[src/rtl/pgw_pkg.sv]
package pgw_pkg;
    // Penalty classes for one window access
    typedef enum logic [1:0] {
        PEN_NONE = 2'd0,
        PEN_ONE  = 2'd1,
        PEN_TWO  = 2'd2
    } pgw_pen_e;

    // Context that travels with a read from the core
    typedef struct packed {
        logic dbl;
        logic in_rep;
        logic rep_first;
        logic rep_last;
        logic irq_out;
        logic irq_back;
    } pgw_ctx_t;

    function automatic logic rep_edge(input pgw_ctx_t c);
        return c.rep_first | c.rep_last | c.irq_out | c.irq_back;
    endfunction
endpackage

[src/rtl/pgw_addr_map.sv]
module pgw_addr_map #(
    parameter int EA_W   = 16,
    parameter int PAGE_W = 8,
    parameter int PMA_W  = 24
) (
    input  logic              clk,
    input  logic              rst_n,
    input  logic              page_we,
    input  logic [PAGE_W-1:0] page_wdata,
    input  logic              rd_req,
    input  logic [EA_W-1:0]   rd_ea,
    input  logic              win_en,
    input  logic              tbl_busy,
    output logic              hit,
    output logic              ram_req,
    output logic [PMA_W-1:0]  word_addr
);
    localparam int OFF_W = EA_W - 1;
    localparam int MAP_W = PAGE_W + OFF_W;

    typedef struct packed {
        logic [PAGE_W-1:0] page;
    } map_st_t;

    map_st_t st_d, st_q;
    logic [MAP_W-1:0] mapped;

    always_comb begin
        st_d = st_q;
        if (page_we) st_d.page = page_wdata;
        hit     = rd_req & rd_ea[EA_W-1] & win_en & ~tbl_busy;
        ram_req = rd_req & ~hit;
        mapped  = {st_q.page, rd_ea[OFF_W-1:1], 1'b0};
    end

    generate
        if (PMA_W > MAP_W) begin : g_pad
            assign word_addr = {{(PMA_W-MAP_W){1'b0}}, mapped};
        end else begin : g_exact
            assign word_addr = mapped[PMA_W-1:0];
        end
    endgenerate

    always_ff @(posedge clk or negedge rst_n) begin
        if (!rst_n) st_q <= '0;
        else        st_q <= st_d;
    end

    // every formed address is even
    a_r3_even_addr: assert property (@(posedge clk) disable iff (!rst_n)
        hit |-> (word_addr[0] == 1'b0));
    // page register follows a write on the next cycle
    a_r10_page_load: assert property (@(posedge clk) disable iff (!rst_n)
        page_we |=> (st_q.page == $past(page_wdata)));
endmodule

[src/rtl/pgw_stall_ctl.sv]
module pgw_stall_ctl
    import pgw_pkg::*;
#(
    parameter int PEN_FULL = 2,
    parameter int PEN_DBL  = 1
) (
    input  logic     clk,
    input  logic     rst_n,
    input  logic     load,
    input  pgw_ctx_t ctx,
    output logic     stall
);
    localparam int PEN_MAX = (PEN_FULL > PEN_DBL) ? PEN_FULL : PEN_DBL;
    localparam int CNT_W   = $clog2(PEN_MAX + 1);

    typedef struct packed {
        logic [CNT_W-1:0] cnt;
    } stall_st_t;

    stall_st_t        st_d, st_q;
    logic [CNT_W-1:0] pen;

    always_comb begin
        pen = '0;
        if (!ctx.in_rep)        pen = ctx.dbl ? CNT_W'(PEN_DBL) : CNT_W'(PEN_FULL);
        else if (rep_edge(ctx)) pen = CNT_W'(PEN_FULL);

        st_d = st_q;
        if (st_q.cnt != '0) st_d.cnt = st_q.cnt - 1'b1;
        if (load)           st_d.cnt = pen;
        stall = (st_q.cnt != '0);
    end

    always_ff @(posedge clk or negedge rst_n) begin
        if (!rst_n) st_q <= '0;
        else        st_q <= st_d;
    end

    // a running penalty counts down by one per cycle, without gaps
    a_r8_countdown: assert property (@(posedge clk) disable iff (!rst_n)
        (st_q.cnt != '0 && !load) |=> (st_q.cnt == $past(st_q.cnt) - 1'b1));
    // a middle repeat iteration brings no stall
    a_r9_quiet_repeat: assert property (@(posedge clk) disable iff (!rst_n)
        (load && ctx.in_rep && !rep_edge(ctx) && st_q.cnt == '0) |=> !stall);
endmodule

[src/rtl/pgw_fetch_seq.sv]
module pgw_fetch_seq #(
    parameter int PMA_W = 24,
    parameter int PMW_W = 24,
    parameter int DW    = 16
) (
    input  logic             clk,
    input  logic             rst_n,
    input  logic             hit,
    input  logic             is_dbl,
    input  logic             byte_rd,
    input  logic             bsel,
    input  logic [PMA_W-1:0] word_addr,
    output logic             pm_req,
    output logic [PMA_W-1:0] pm_addr,
    input  logic             pm_rvalid,
    input  logic [PMW_W-1:0] pm_rdata,
    output logic             rd_valid,
    output logic [DW-1:0]    rd_data,
    output logic [DW-1:0]    rd_data2
);
    localparam int BW = DW / 2;

    typedef struct packed {
        logic             wait1;
        logic             wait2;
        logic             dbl;
        logic             byte_rd;
        logic             bsel;
        logic [PMA_W-1:0] addr2;
        logic [DW-1:0]    word0;
    } fetch_st_t;

    fetch_st_t     st_d, st_q;
    logic          issue2;
    logic [DW-1:0] low;

    always_comb begin
        st_d       = st_q;
        st_d.wait1 = 1'b0;
        st_d.wait2 = 1'b0;
        issue2     = st_q.wait1 & st_q.dbl;
        pm_req     = hit | issue2;
        pm_addr    = issue2 ? st_q.addr2 : word_addr;
        low        = pm_rdata[DW-1:0];

        if (hit && !issue2) begin
            st_d.wait1   = 1'b1;
            st_d.dbl     = is_dbl;
            st_d.byte_rd = byte_rd & ~is_dbl;
            st_d.bsel    = bsel;
            st_d.addr2   = word_addr + PMA_W'(2);
        end
        if (issue2) st_d.wait2 = 1'b1;

        rd_valid = 1'b0;
        rd_data  = '0;
        rd_data2 = '0;
        if (st_q.wait1 && pm_rvalid) begin
            if (st_q.dbl) begin
                st_d.word0 = low;
            end else begin
                rd_valid = 1'b1;
                if (st_q.byte_rd)
                    rd_data = {{(DW-BW){1'b0}}, st_q.bsel ? low[DW-1:BW] : low[BW-1:0]};
                else
                    rd_data = low;
            end
        end
        if (st_q.wait2 && pm_rvalid) begin
            rd_valid = 1'b1;
            rd_data  = st_q.word0;
            rd_data2 = low;
        end
    end

    always_ff @(posedge clk or negedge rst_n) begin
        if (!rst_n) st_q <= '0;
        else        st_q <= st_d;
    end

    // the second word of a double move sits two bytes above the first
    a_r6_second_addr: assert property (@(posedge clk) disable iff (!rst_n)
        issue2 |-> (pm_addr == $past(pm_addr) + PMA_W'(2)));
    // no new window read may collide with the second fetch slot
    a_r6_no_overlap: assert property (@(posedge clk) disable iff (!rst_n)
        issue2 |-> !hit);
    // memory answers every outstanding request one cycle later
    a_r7_resp_due: assert property (@(posedge clk) disable iff (!rst_n)
        (st_q.wait1 || st_q.wait2) |-> pm_rvalid);
endmodule

[src/rtl/pgm_window_bridge.sv]
module pgm_window_bridge
    import pgw_pkg::*;
#(
    parameter int EA_W     = 16,
    parameter int PAGE_W   = 8,
    parameter int PMA_W    = 24,
    parameter int PMW_W    = 24,
    parameter int DW       = 16,
    parameter int PEN_FULL = 2,
    parameter int PEN_DBL  = 1
) (
    input  logic              clk,
    input  logic              rst_n,
    input  logic              page_we,
    input  logic [PAGE_W-1:0] page_wdata,
    input  logic              rd_req,
    input  logic [EA_W-1:0]   rd_ea,
    input  logic              rd_byte,
    input  logic              win_en,
    input  logic              tbl_busy,
    input  logic              is_double_move,
    input  logic              in_repeat,
    input  logic              repeat_first,
    input  logic              repeat_last,
    input  logic              irq_exit,
    input  logic              irq_reenter,
    output logic              ram_req,
    output logic              pm_req,
    output logic [PMA_W-1:0]  pm_addr,
    input  logic              pm_rvalid,
    input  logic [PMW_W-1:0]  pm_rdata,
    output logic              rd_valid,
    output logic [DW-1:0]     rd_data,
    output logic [DW-1:0]     rd_data2,
    output logic              stall
);
    logic             hit;
    logic [PMA_W-1:0] word_addr;
    pgw_ctx_t         ctx;

    always_comb begin
        ctx.dbl       = is_double_move;
        ctx.in_rep    = in_repeat;
        ctx.rep_first = repeat_first;
        ctx.rep_last  = repeat_last;
        ctx.irq_out   = irq_exit;
        ctx.irq_back  = irq_reenter;
    end

    pgw_addr_map #(.EA_W(EA_W), .PAGE_W(PAGE_W), .PMA_W(PMA_W)) u_map (
        .clk(clk), .rst_n(rst_n), .page_we(page_we), .page_wdata(page_wdata),
        .rd_req(rd_req), .rd_ea(rd_ea), .win_en(win_en), .tbl_busy(tbl_busy),
        .hit(hit), .ram_req(ram_req), .word_addr(word_addr)
    );

    pgw_stall_ctl #(.PEN_FULL(PEN_FULL), .PEN_DBL(PEN_DBL)) u_stall (
        .clk(clk), .rst_n(rst_n), .load(hit), .ctx(ctx), .stall(stall)
    );

    pgw_fetch_seq #(.PMA_W(PMA_W), .PMW_W(PMW_W), .DW(DW)) u_fetch (
        .clk(clk), .rst_n(rst_n), .hit(hit), .is_dbl(is_double_move),
        .byte_rd(rd_byte), .bsel(rd_ea[0]), .word_addr(word_addr),
        .pm_req(pm_req), .pm_addr(pm_addr), .pm_rvalid(pm_rvalid),
        .pm_rdata(pm_rdata), .rd_valid(rd_valid), .rd_data(rd_data),
        .rd_data2(rd_data2)
    );

    // a read never goes to both RAM and the window
    a_r1_one_target: assert property (@(posedge clk) disable iff (!rst_n)
        !(ram_req && hit));
    // a busy table unit keeps every read on the RAM side
    a_r2_table_closes: assert property (@(posedge clk) disable iff (!rst_n)
        (rd_req && tbl_busy) |-> ram_req);
    // no data returns in the first cycle out of reset
    a_r11_quiet_start: assert property (@(posedge clk) disable iff (!rst_n)
        $rose(rst_n) |-> (!rd_valid && !stall));
endmodule

[config.mk]
export PLATFORM = sky130hd
export DESIGN_NAME = pgm_window_bridge
export DESIGN_NICKNAME = d
export VERILOG_FILES = /design/src/rtl/pgw_pkg.sv /design/src/rtl/pgw_addr_map.sv /design/src/rtl/pgw_stall_ctl.sv /design/src/rtl/pgw_fetch_seq.sv /design/src/rtl/pgm_window_bridge.sv
export SDC_FILE = /design/constraint.sdc
export NUM_CORES = 1
export LEC_CHECK = 0
export BUFFER_PORTS_ARGS = -buffer_cell sky130_fd_sc_hd__buf_2
export CAP_MARGIN = 20
export CORE_UTILIZATION = 46
export CTS_BUF_LIST = sky130_fd_sc_hd__clkbuf_4 sky130_fd_sc_hd__clkbuf_8
export DETAILED_ROUTE_END_ITERATION = 7
export PLACE_DENSITY = 0.79
export SETUP_SLACK_MARGIN = 0.4
export SKIP_CTS_REPAIR_TIMING = 1
export SKIP_LAST_GASP = 1
export SYNTH_ARGS = -nofsm -noshare
export SYNTH_HDL_FRONTEND = slang
export SYNTH_SLANG_ARGS = --single-unit
[constraint.sdc]
create_clock -name clk -period 1.66 [get_ports clk]
set_input_delay 0.083 -clock clk [delete_from_list [all_inputs] [get_ports clk]]
set_output_delay 0.083 -clock clk [all_outputs]
set_load 0.005 [all_outputs]
# == Word level (Yosys, flattened, before mapping) ==
# Cells that the tools add are included.
# op_classes
n_reduce_logical,7
div,0
n_mux,17
bitwise,13
n_eq_ne,0
order_cmp,0
shifts,0
n_mul,0
add_sub_neg,2
# op_table
cell,n
$mux 16,5
$add 23x2->24 const B,1
$mux 24,1
$mux 2,5
$mux 8,1
$and 1x1->1,6
$mux 1,5
$or 1x1->1,4
$reduce_bool 2->1,2
$logic_and 1x1->1,3
$not 1->1,3
$reduce_and 2->1,1
$sub 2x1->2 const B,1
$logic_not 1->1,1
# word_totals
rom_bits,0
latch_bits,0
register_bits,55
inputBits,62
mem_bits_rw,0
word_cells,48
n_memories,0

# == Longest topological paths before layout ==
# depth
ltp_word,6
depth_mapped,6
ltp_nobuf,5

# == Modules after synthesis ==
# A second synthesis with hierarchy kept.
# hier_totals
cells_unflattened,341
hier_area_um2,3329.4
# by_module_without_submodules
module,seq_area_each_um2,cells_per_inst,instances,area_per_inst_um2
pgw_fetch_seq,1126.1,288,1,2725.1
pgw_addr_map,200.2,38,1,478.0
pgw_stall_ctl,50.0,15,1,126.4

# == Worst setup path before layout ==
# Ideal clock, no wire load.
# synth_path
kind,register -> output
from,register u_fetch.st_q[42] in the netlist's numbering
to,output pm_addr[11]
arrival_ps,1548
setup_slack_ps,29
path_stages_with_launch,6
t_required_ps,1577
n_path_buf,2
cell_sequence,dfrtp_1 -> nand2_1 -> inv_1 -> clkbuf_1 -> clkbuf_1 -> mux2_2
# synth_via
elab_chain_len,2
# synth_rtl
element,line_no,rtl
"start, declared",pgw_fetch_seq.sv:33,"fetch_st_t st_d, st_q;"
"start signal, assigned",pgw_fetch_seq.sv:78,else st_q <= st_d;
$and 1x1->1,pgw_fetch_seq.sv:41,issue2 = st_q.wait1 & st_q.dbl;
$mux 24,pgw_fetch_seq.sv:43,pm_addr = issue2 ? st_q.addr2 : word_addr;
"end, declared",pgm_window_bridge.sv:29,"output logic [PMA_W-1:0] pm_addr,"
# No other way between the ends.

# == Worst setup path after layout ==
# layout_path
from,register u_fetch.st_q[42] in the netlist's numbering
to,output rd_data[8]
# layout_via
elab_chain_len,3
# layout_rtl
element,line_no,rtl
$mux 16,pgw_fetch_seq.sv:59,if (st_q.dbl) begin
$mux 16,pgw_fetch_seq.sv:58,if (st_q.wait1 && pm_rvalid) begin
$mux 16,pgw_fetch_seq.sv:69,if (st_q.wait2 && pm_rvalid) begin
"end, declared",pgm_window_bridge.sv:33,"output logic [DW-1:0] rd_data,"
# No other way between the ends.

==> summary.md <==
| Metric | Value |
|---|---|
| Violations in the final reports | `hold timing` |
| Most frequent cells in the layout | `104 x buf_2, 52 x dfrtp_1, 42 x nand2_1` |
| Clock Latency Late Sink | `0.30 ns` |
| Avg Synthesized Cell Area | `9.59 sq um` |
| Status | `finished with violations` |
| Leak Pwr | `0.00213 uW` |
| Max Slew Vio Count | `0` |
| Minimum clock period | `1.64 ns` |
| Routability cong. | `0.891` |
| F_max | `608 MHz` |
| PwrDens | `771 mW/mm^2` |
| Number of H-tree levels | `2` |
| Fin. Hold Viols | `1` |
| IO Pins | `122` |
| Die X | `83.7 um` |
| Final wirelength | `7560 um` |
| Ant. Diodes | `0` |
| Mapped Nets | `384` |
| Yosys reg bits | `54` |
| CP Launch Type | `flop` |
| Endpoints failing setup | `0` |
| Synth warnings | `0` |
| Hold_ws | `-0.00214 ns` |
| CTS tree | `yes` |
| CTS Buf Count | `5` |
| Sink Count | `54` |
| Rows | `29` |
| Worst EP required | `1.58 ns` |
| DR pass1 iterations | `4` |
| Kind of cell adding the most delay to the critical path | `simple AND/OR/NAND/NOR gates` |
| Clk_skew | `0.00476 ns` |
| Vias | `2861` |
| Fin area | `0.00426 sq mm` |
| Total power | `3290 uW` |
| Post-Syn Area | `0.00307 sq mm` |
| WL per Instance | `14.2 um` |
| CTS max path bufs | `2` |
| CP Max Fanout | `8` |
| Register area | `0.00135 sq mm` |
| DRT iter0 DRCs | `70` |
| Clk slew on worst S/H paths | `0.10 ns` |
| Vias in the first global route | `2602` |
| Critical Path Max Stage Delay | `0.45 ns` |
| Netlist cell types | `35` |
| Routed Antenna Nets | `0` |
| Die Area | `0.00700 sq mm` |
| Ratio of cells with drive above 1 in the final layout | `48.7%` |
| Vias per cell | `5.37` |
| GRT Util Overall | `21.1%` |
| Total congestion overflow | `0` |
| First-pass GRT wire length | `12100 um` |
| CTS Root Cell | `clkbuf_8` |
| Layout Nets | `519` |
| Final setup TNS | `0 ns` |
| Hpwl dp | `5270 um` |
| CP max stage cell | `dfrtp_2` |
| Crit Path Class | `flop to output pin` |
| Syn-to-layout area delta | `38.9%` |
| Setup crit end kind | `output pin` |
| Cells after DPL | `507` |
| Initial core utilization | `48.0%` |
| Post-route DRC | `0` |
| IO buf count | `112` |
| Largest net degree at the start of global routing | `55` |
| Die height | `83.7 um` |
| Max Cap Violations | `0` |
| Footprint of the multi-input gates | `0.00173 sq mm` |
| Antenna violations before repair | `0` |
| WP data arrival | `1.56 ns` |
| CP bufs+invs | `1` |
| Area of the core | `0.00639 sq mm` |
| Seq/Total Area, Yosys | `44.0%` |
| # fillers | `511` |
| Final Cycle Share | `99.0%` |
| Commonest non-fill, non-tap cell in the layout | `buf_2` |
| Layout Cells excl Fill | `533` |
| Hold crit path type | `input port to flop` |
| Cells along the critical path | `nor2b_4, nand3b_1, nor2_4, a22o_1, buf_2` |
| Post-Syn Instances | `320` |
| Worst VDD drop | `620 uV` |
| Placed Area | `0.00384 sq mm` |
| RSZ-0062 raised after global routing | `yes` |
-- final cells by class --
cell class	count	area share [%]
inverters	11	1.09
well taps	77	2.26
repair buffers	146	22.2
multi-input cells	237	40.6
clock buffers	6	1.79
flip-flops and latches	54	31.8
clock inverters	2	0.323
-- flip-flops by register name, indices dropped and copies added (netlist names) --
signal,count
u_stall.st_q,2
u_map.st_q,8
u_fetch.st_q,44
-- per-layer routing --
metal / track usage (%) / part of all wire (%) / wire [um]
met5: 0 / 0 / 0
met1: 27.0 / 43 / 3260
met3: 2.87 / 5.1 / 389
met4: 5.24 / 0.86 / 65
met2: 37.6 / 51 / 3840
-- final timing paths --
kind                             startpoint          endpoint  slack [ns]  cells past startpoint
min in group asynchronous             rst_n   u_fetch.st_q[5]        0.30                      3
max                        u_fetch.st_q[42]        rd_data[8]        0.02                      5
min reg2reg                u_fetch.st_q[19]  u_fetch.st_q[19]        0.49                      2
max in group asynchronous             rst_n     u_map.st_q[2]        1.12                      3
min                                rd_ea[0]  u_fetch.st_q[40]      -0.002                      3
max reg2reg                u_fetch.st_q[42]  u_fetch.st_q[10]        0.16                      5
-- cell usage after synthesis --
master	n	share of area [%]
buf_4	1	0.24
a22o_1	8	2.3
mux2_2	40	15
buf_6	1	0.37
xor2_1	2	0.57
nand3_4	1	0.57
nor4_1	1	0.20
clkbuf_1	16	2.0
conb_1	1	0.12
nand4b_1	1	0.29
ha_1	2	0.82
nand3_1	6	0.98
or3_1	8	1.6
a31oi_1	9	1.8
nand2_1	46	5.6
o31ai_1	2	0.49
and2_1	2	0.41
and3_1	19	3.9
xnor2_1	10	2.9
nand4_1	3	0.61
o21a_1	1	0.24
mux2i_1	8	2.6
o21ai_0	38	6.2
dfrtp_1	54	44
or4_1	2	0.49
nand4_2	1	0.41
inv_1	11	1.3
nand3b_1	1	0.24
nor2_1	13	1.6
nor2b_1	1	0.20
a21oi_1	3	0.49
nand2b_1	2	0.41
or4_4	1	0.37
nor3_1	4	0.65
and4_1	1	0.29
-- tightest hold or removal path, cell delays in order --
cell	delay, ns
buf_2	0.09
nand2_1	0.04
nand2_1	0.05
-- kinds of logic after synthesis --
logic type / count (synthesis) / synth area share, %
flip-flops: 54 / 44.0
AO/OA/AOI/OAI: 61 / 11.5
multiplexers: 48 / 17.3
adder cells (fa/ha/maj): 2 / 0.816
other: 1 / 0.122
buffers and inverters: 29 / 3.92
XOR/XNOR: 12 / 3.43
AND/OR/NAND/NOR: 113 / 18.8
-- through the flow --
| stage | utilization (%) | worst slack (ns) |
|---|---|---|
| 6_report | 66.8 | 0.0165 |
| 5_1_grt | 66.8 | -0.0980 |
| 4_1_cts | 61.5 | -0.140 |
| 3_5_place_dp | 60.1 | -0.0364 |
| 3_3_place_gp | 60.1 | 0.0327 |
| 2_1_floorplan | - | 0.151 |
-- where the power goes --
group          switching, uW  internal [uW]  leakage, uW
clock                    431            315    0.0000486
combinational            376            448      0.00141
sequential               151           1570     0.000671
total                    959           2330      0.00213
No activity file was read; power rests on OpenSTA's default activity.
